[src/rtl/ext_event_pkg.sv]
package ext_event_pkg;
   typedef enum logic [1:0] {
      EDGE_NONE = 2'b00,
      EDGE_RISE = 2'b01,
      EDGE_FALL = 2'b10,
      EDGE_BOTH = 2'b11
   } edge_sel_e;
endpackage

[src/rtl/evc_sync.sv]
module evc_sync #(
   parameter int STAGES = 2
) (
   input  logic clk,
   input  logic rst_n,
   input  logic async_in,
   output logic sync_out
);
   logic [STAGES-1:0] chain_q;

   genvar gi;
   generate
      for (gi = 0; gi < STAGES; gi++) begin : g_stage
         if (gi == 0) begin : g_first
            always_ff @(posedge clk or negedge rst_n) begin
               if (!rst_n) chain_q[0] <= 1'b0;
               else        chain_q[0] <= async_in;
            end
         end else begin : g_next
            always_ff @(posedge clk or negedge rst_n) begin
               if (!rst_n) chain_q[gi] <= 1'b0;
               else        chain_q[gi] <= chain_q[gi-1];
            end
         end
      end
   endgenerate

   assign sync_out = chain_q[STAGES-1];
endmodule

[src/rtl/evc_edge_detect.sv]
module evc_edge_detect
   import ext_event_pkg::*;
(
   input  logic       clk,
   input  logic       rst_n,
   input  logic       level_in,
   input  logic [1:0] edge_sel,
   output logic       edge_stb
);
   logic      hist_q;
   logic      rise_w;
   logic      fall_w;
   edge_sel_e sel_w;

   always_ff @(posedge clk or negedge rst_n) begin
      if (!rst_n) hist_q <= 1'b0;
      else        hist_q <= level_in;
   end

   assign rise_w = level_in & ~hist_q;
   assign fall_w = ~level_in & hist_q;
   assign sel_w  = edge_sel_e'(edge_sel);

   always_comb begin
      case (sel_w)
         EDGE_RISE: edge_stb = rise_w;
         EDGE_FALL: edge_stb = fall_w;
         EDGE_BOTH: edge_stb = rise_w | fall_w;
         default:   edge_stb = 1'b0;
      endcase
   end
endmodule

[src/rtl/evc_cmp_store.sv]
module evc_cmp_store #(
   parameter int CNT_W = 16
) (
   input  logic             clk,
   input  logic             rst_n,
   input  logic             wr_en,
   input  logic [CNT_W-1:0] wr_data,
   input  logic             load,
   output logic [CNT_W-1:0] buf_val
);
   logic [CNT_W-1:0] reg_q;
   logic [CNT_W-1:0] buf_q;
   logic [CNT_W-1:0] reg_view;

   assign reg_view = wr_en ? wr_data : reg_q;

   always_ff @(posedge clk or negedge rst_n) begin
      if (!rst_n) begin
         reg_q <= '0;
         buf_q <= '0;
      end else begin
         if (wr_en) reg_q <= wr_data;
         if (load)  buf_q <= reg_view;
      end
   end

   assign buf_val = buf_q;
endmodule

[src/rtl/evc_count_core.sv]
module evc_count_core #(
   parameter int CNT_W = 16
) (
   input  logic             clk,
   input  logic             rst_n,
   input  logic             enable,
   input  logic             step,
   input  logic [CNT_W-1:0] limit,
   output logic             load_buf,
   output logic [CNT_W-1:0] count,
   output logic             irq
);
   localparam logic [CNT_W-1:0] IDLE_VAL = {CNT_W{1'b1}};

   logic             en_q;
   logic [CNT_W-1:0] cnt_q;
   logic             irq_q;
   logic             hit_w;
   logic             run_w;

   assign load_buf = enable & ~en_q;
   assign run_w    = enable & en_q;
   assign hit_w    = (cnt_q == limit);

   always_ff @(posedge clk or negedge rst_n) begin
      if (!rst_n) begin
         en_q  <= 1'b0;
         cnt_q <= IDLE_VAL;
         irq_q <= 1'b0;
      end else begin
         en_q  <= enable;
         irq_q <= 1'b0;
         if (!enable) begin
            cnt_q <= IDLE_VAL;
         end else if (load_buf) begin
            cnt_q <= '0;
         end else if (run_w && step) begin
            if (hit_w) begin
               cnt_q <= '0;
               irq_q <= 1'b1;
            end else begin
               cnt_q <= cnt_q + 1'b1;
            end
         end
      end
   end

   assign count = cnt_q;
   assign irq   = irq_q;
endmodule

[src/rtl/ext_event_counter.sv]
module ext_event_counter #(
   parameter int CNT_W       = 16,
   parameter int SYNC_STAGES = 2
) (
   input  logic             clk,
   input  logic             rst_n,
   input  logic             count_en,
   input  logic [1:0]       edge_sel,
   input  logic             cmp_wr,
   input  logic [CNT_W-1:0] cmp_wdata,
   input  logic             event_in,
   output logic [CNT_W-1:0] count_val,
   output logic             match_irq
);
   generate
      if (CNT_W < 2 || CNT_W > 32) begin : g_bad_width
         $error("ext_event_counter: CNT_W must lie in 2..32");
      end
      if (SYNC_STAGES < 2) begin : g_bad_sync
         $error("ext_event_counter: SYNC_STAGES must be at least 2");
      end
   endgenerate

   logic             ev_sync;
   logic             ev_stb;
   logic             load_w;
   logic [CNT_W-1:0] buf_w;

   evc_sync #(.STAGES(SYNC_STAGES)) u_sync (
      .clk      (clk),
      .rst_n    (rst_n),
      .async_in (event_in),
      .sync_out (ev_sync)
   );

   evc_edge_detect u_edge (
      .clk      (clk),
      .rst_n    (rst_n),
      .level_in (ev_sync),
      .edge_sel (edge_sel),
      .edge_stb (ev_stb)
   );

   evc_cmp_store #(.CNT_W(CNT_W)) u_cmp (
      .clk     (clk),
      .rst_n   (rst_n),
      .wr_en   (cmp_wr),
      .wr_data (cmp_wdata),
      .load    (load_w),
      .buf_val (buf_w)
   );

   evc_count_core #(.CNT_W(CNT_W)) u_core (
      .clk      (clk),
      .rst_n    (rst_n),
      .enable   (count_en),
      .step     (ev_stb),
      .limit    (buf_w),
      .load_buf (load_w),
      .count    (count_val),
      .irq      (match_irq)
   );
endmodule

[config.mk]
export PLATFORM = sky130hd
export DESIGN_NAME = ext_event_counter
export DESIGN_NICKNAME = d
export VERILOG_FILES = /design/src/rtl/ext_event_pkg.sv /design/src/rtl/evc_sync.sv /design/src/rtl/evc_edge_detect.sv /design/src/rtl/evc_cmp_store.sv /design/src/rtl/evc_count_core.sv /design/src/rtl/ext_event_counter.sv
export SDC_FILE = /design/constraint.sdc
export NUM_CORES = 1
export LEC_CHECK = 0
export CAP_MARGIN = 30
export CORE_ASPECT_RATIO = 1.4
export CORE_MARGIN = 10
export CORE_UTILIZATION = 31
export CTS_BUF_LIST = sky130_fd_sc_hd__clkbuf_8 sky130_fd_sc_hd__clkbuf_16
export CTS_CLUSTER_SIZE = 12
export DETAILED_ROUTE_END_ITERATION = 12
export HOLD_SLACK_MARGIN = 0.12
export PLACE_DENSITY = 0.61
export SLEW_MARGIN = 20
export SYNTH_ARGS = -nofsm -noshare
export SYNTH_HDL_FRONTEND = slang
export SYNTH_SLANG_ARGS = --single-unit
[constraint.sdc]
create_clock -name clk -period 2.4 [get_ports clk]
set_input_delay 0.72 -clock clk [delete_from_list [all_inputs] [get_ports clk]]
set_output_delay 0.72 -clock clk [all_outputs]
set_load 0.005 [all_outputs]
# After elaboration in Yosys (flattened, before gate mapping)
# Cells that the tools add are included.
[totals]
regBits = 53
wordCells = 33
[classes]
add_sub_neg = 1
eq_ne = 5
mux = 10
n_bitwise = 8
n_reduce_logical = 1
[ops]
columns = ["operator", "n"]
rows = [
  ["2-to-1 mux 16 bit", 5],
  ["adder 16 x 1 -> 16 bit, second input constant", 1],
  ["equality test 16 bit", 1],
  ["AND 1 bit", 4],
  ["equality test 2 bit, second input constant", 2],
  ["2-to-1 mux 1 bit", 4],
  ["inequality test 3 x 1 -> 1 bit, second input constant", 1],
  ["inverter 1 bit", 3],
  ["one-hot mux 1 bit (3 select lines)", 1],
  ["equality test 2 x 1 -> 1 bit, second input constant", 1],
  ["logical AND 1 bit", 1],
  ["bitwise OR 1 bit", 1],
]

# Logic depth before layout (Yosys ltp)
[logic_depth]
ltp_word = 8
depth_mapped = 8

# Modules after synthesis
# Synthesis repeated with hierarchy kept, for this count alone.
[unflattened]
hier_cells = 228
hier_area_um2 = 2758.9
[modules_own_cells]
columns = ["mod", "n_inst", "cells_each", "area_each_um2", "seq_area_each_um2"]
rows = [
  ["evc_count_core", 1, 148, 1345.0, 470.5],
  ["evc_cmp_store", 1, 68, 1280.0, 800.8],
  ["evc_edge_detect", 1, 10, 83.8, 25.0],
  ["evc_sync", 1, 2, 50.0, 50.0],
]

# Least setup slack after synthesis
# Ideal clock, no wire load.
[synth_path]
path_type = "input -> register"
startpoint = "input port cmp_wr"
endpoint = "register u_cmp.buf_q[13], in the netlist u_cmp.buf_val[13]"
setup_time_ns = 0.128
arrival_ns = 1.822
required_time_ns = 2.272
setup_slack_ns = 0.450
cell_stages = 4
path_cell_list = "clkbuf_1 > buf_2 > mux2_1 > mux2_1"
[synth_via]
elab_chain_cells = 1
[synth_lines]
columns = ["item", "line", "rtl"]
rows = [
  ["from (decl)", "ext_event_counter.sv:9", "input logic cmp_wr,"],
  ["2-to-1 mux 16 bit", "-", ""],
  ["via u_cmp.reg_view[13]", "evc_cmp_store.sv:13", "logic [CNT_W-1:0] reg_view;"],
  ["to (signal assigned)", "evc_cmp_store.sv:23", "if (load) buf_q <= reg_view;"],
  ["to (decl)", "evc_cmp_store.sv:12", "logic [CNT_W-1:0] buf_q;"],
]
# The timed path passes the listed nets, and every way through them passes these cells.
# A chain may end at the register's enable or synchronous reset.

# Final worst setup path
[layout_path]
startpoint = "register u_core.cnt_q[12], in the netlist u_core.count[12]"
endpoint = "output port count_val[12]"
[layout_rtl]
columns = ["item", "line", "rtl"]
rows = [
  ["from (decl)", "evc_count_core.sv:16", "logic [CNT_W-1:0] cnt_q;"],
  ["from (signal assigned)", "evc_count_core.sv:42", "cnt_q <= cnt_q + 1'b1;"],
  ["to (decl)", "ext_event_counter.sv:12", "output logic [CNT_W-1:0] count_val,"],
]
# No word-level cell between the ends.

==> metrics.yaml <==
min_from: "u_sync.chain_q[0]"
drtPass1Iterations: 4
hold_depth: 0
io_pins: 40
path_clk_slew_ns: 0.06
dpl.hpwl_um: 4300
cts_tree: "yes"
root_buffer: "clkbuf_16"
avgSynthCellArea_sq_um: 12.8
grt_max_degree: 30
yosysSeqAreaShare_pct: 52.8
skew_ns: 0.00319
area_growth_pct: 29.3
drv_slew: 0
clock-sinks: 53
reg2reg_slack_ns: 0.40
swShare_pct: 27.0
hold_viol: 0
rows: 39
critPathCaptureType: "primary output"
drive_above_1_share_pct: 29.0
cpLargestDelayFamily: "flip-flops"
path_class: "reg2out"
timing.rr.end: "u_core.count[10]"
htree_levels: 2
place_ws_ns: -0.0141
die_w_um: 96.7
r2r_start: "u_core.count[0]"
final_cell_mix: "clkdlybuf4s50_1 (38), dfrtp_1 (37), xor2_1 (23)"
cts_hold_buf: 0
place_congestion: 0.841
start_kind: "register"
fin_crit_ns: 2.16
postRouteAntennaNets: 0
worst_slew_pin_slew_ns: 0.596
cp_cell_sequence: "clkdlybuf4s50_1"
worst_skew_pair.late_latency_ns: 0.29
synth_edf_count: 0
dieArea_sq_um: 12300
grt_use_total_pct: 9.45
p_sw_uw: 614
slowest_delay_ns: 0.62
grt.busiest_layer: "met2"
wire_per_inst_um: 15.9
async_flop_share_pct: 100
drt_iter0_markers: 81
setup_viol: 0
cp.buffers_inverters: 1
portBuffers: 39
fin_cells: 354
clock_path_buffers: 2
powerDensity_nw_per_um2: 690
vias: 1676
grt_first_pass_wirelength_um: 9570
setup_slack_ns: 0.243
p_int_uw: 1660
outcome: "finished, final reports clean"
ys_ff_latch: 53
required_ns: 1.68
syn_inst: 200
grt_pass1_vias: 1825
grtUsageMet1_pct: 10.2
dominantRegCellSynth: "dfrtp_1"
maxCapViolCount: 0
clock.fmax_ghz: 0.464
yosysWarnings: 0
path_max_fanout: 6
post_cts_buffers: 0
cts_resized: 0
cp_slowest_cell: "dfstp_2"
p_clk_share_pct: 30.5
final_nets: 277
via_per_inst: 4.73
numCtsBuffers: 5
final_area_sq_um: 3300
syn_nets: 226
chipHeight_um: 127
antenna_found_initial: 0
gr-total-overflow: 0
p_comb_share_pct: 19.9
min_delay_worst_endpoint: "u_sync.sync_out"
rsz0062_at_grt: "false"
ff2ff_path_depth: 7
final_common_cell: "clkdlybuf4s50_1"
ir_worst_vdd_mv: 0.258
grt_use_met2_pct: 17.0
place_area_sq_um: 3150
p_leak_uw: 0.00132
worstPathArrival_ns: 1.44
maxSlewHeadroom_pct: 60.3
mappedNetlistArea_sq_um: 2550
final_util_pct: 40.7
coreArea_sq_um: 8100
drc: 0
pwr-share-seq_pct: 49.7
initial_utilization_pct: 31.5
ys_types: 41
n_antenna_cell: 0
hold_class: "reg2reg"
finalCritPeriodShare_pct: 89.9
drt_wl_total_um: 5640
dp_cells: 346
use_met3_pct: 1.83
fin_setup_tns_ns: 0
worst max-delay path by stage:
| stage | from | end | slack [ns] | depth (start not counted) |
|---|---|---|---|---|
| after floorplan | cmp_wr | u_cmp.buf_val[13] | 0.45 | 4 |
| after global routing | edge_sel[1] | u_core.count[10] | 0.14 | 7 |
| after global placement | edge_sel[1] | u_core.count[10] | 0.004 | 7 |
| after detailed placement | edge_sel[1] | u_core.count[12] | -0.01 | 6 |
| after CTS | u_core.count[12] | count_val[12] | 0.23 | 1 |
| final | u_core.count[12] | count_val[12] | 0.24 | 1 |
cells by family after synthesis:
family	after synthesis	synth area share, %
adders and majority gates	3	1.47
DFF	53	52.8
AOI/OAI and AO/OA	36	10.5
xor gates and xnor gates	26	8.93
muxes	32	14.1
and+or+nand+nor	39	10.2
buffers and inverters	11	2.06
per-stage QoR:
stage | hold slack, ns | power (uW)
6_report | 0.356 | 2280
5_1_grt | 0.366 | 2410
4_1_cts | 0.361 | 2320
3_5_place_dp | 0.337 | 1610
3_3_place_gp | 0.342 | 1600
2_1_floorplan | 0.331 | 1390
metal layers:
layer / up-vias / wire length (um)
li1: 813 / -
met1: 821 / 2260
met2: 29 / 3070
met3: 13 / 125
met4: 0 / 189
met5: - / 0
power by group through the flow:
stage | Clock [uW] | Sequential [uW] | Combinational (uW)
5_1_grt | 758 | 1150 | 501
2_1_floorplan | 0 | 1120 | 276
3_5_place_dp | 0 | 1150 | 460
4_1_cts | 722 | 1130 | 463
6_report | 694 | 1130 | 452
3_3_place_gp | 0 | 1140 | 452
final cells by class:
type	instances	area [sq um]
sequential	53	1350
multi-input combinational	136	1150
timing repair buffer	51	513
inverter	4	15.0
clock buffer	5	125
fill	811	4800
clock inverter	3	18.8
tap	102	128
sequential cells by signal, indices dropped and copies added (netlist names):
register,count
u_cmp.buf_val,16
u_cmp.reg_q,16
u_core.count,16
u_core.en_q,1
u_core.irq,1
u_edge.hist_q,1
u_sync.chain_q,1
u_sync.sync_out,1
cells in the mapped netlist, drive strengths merged, types with 2 or more instances:
cell type	number	area (sq um)
xor2	23	201
nor4	4	58.8
nand3b	2	15.0
and2	2	12.5
a21o	2	15.0
a31oi	4	25.0
inv	4	15.0
and3	5	32.5
a21oi	13	103
clkbuf	3	11.3
o211ai	5	37.5
dfrtp	37	926
nor3	2	10.0
ha	3	37.5
nor2	2	7.51
nand3	5	25.0
o21ai	7	35.0
buf	4	26.3
mux2	32	360
nand2	9	33.8
o31ai	2	28.8
dfstp	16	420
xnor2	3	26.3
Note: power is estimated with default switching activity, not from simulation.
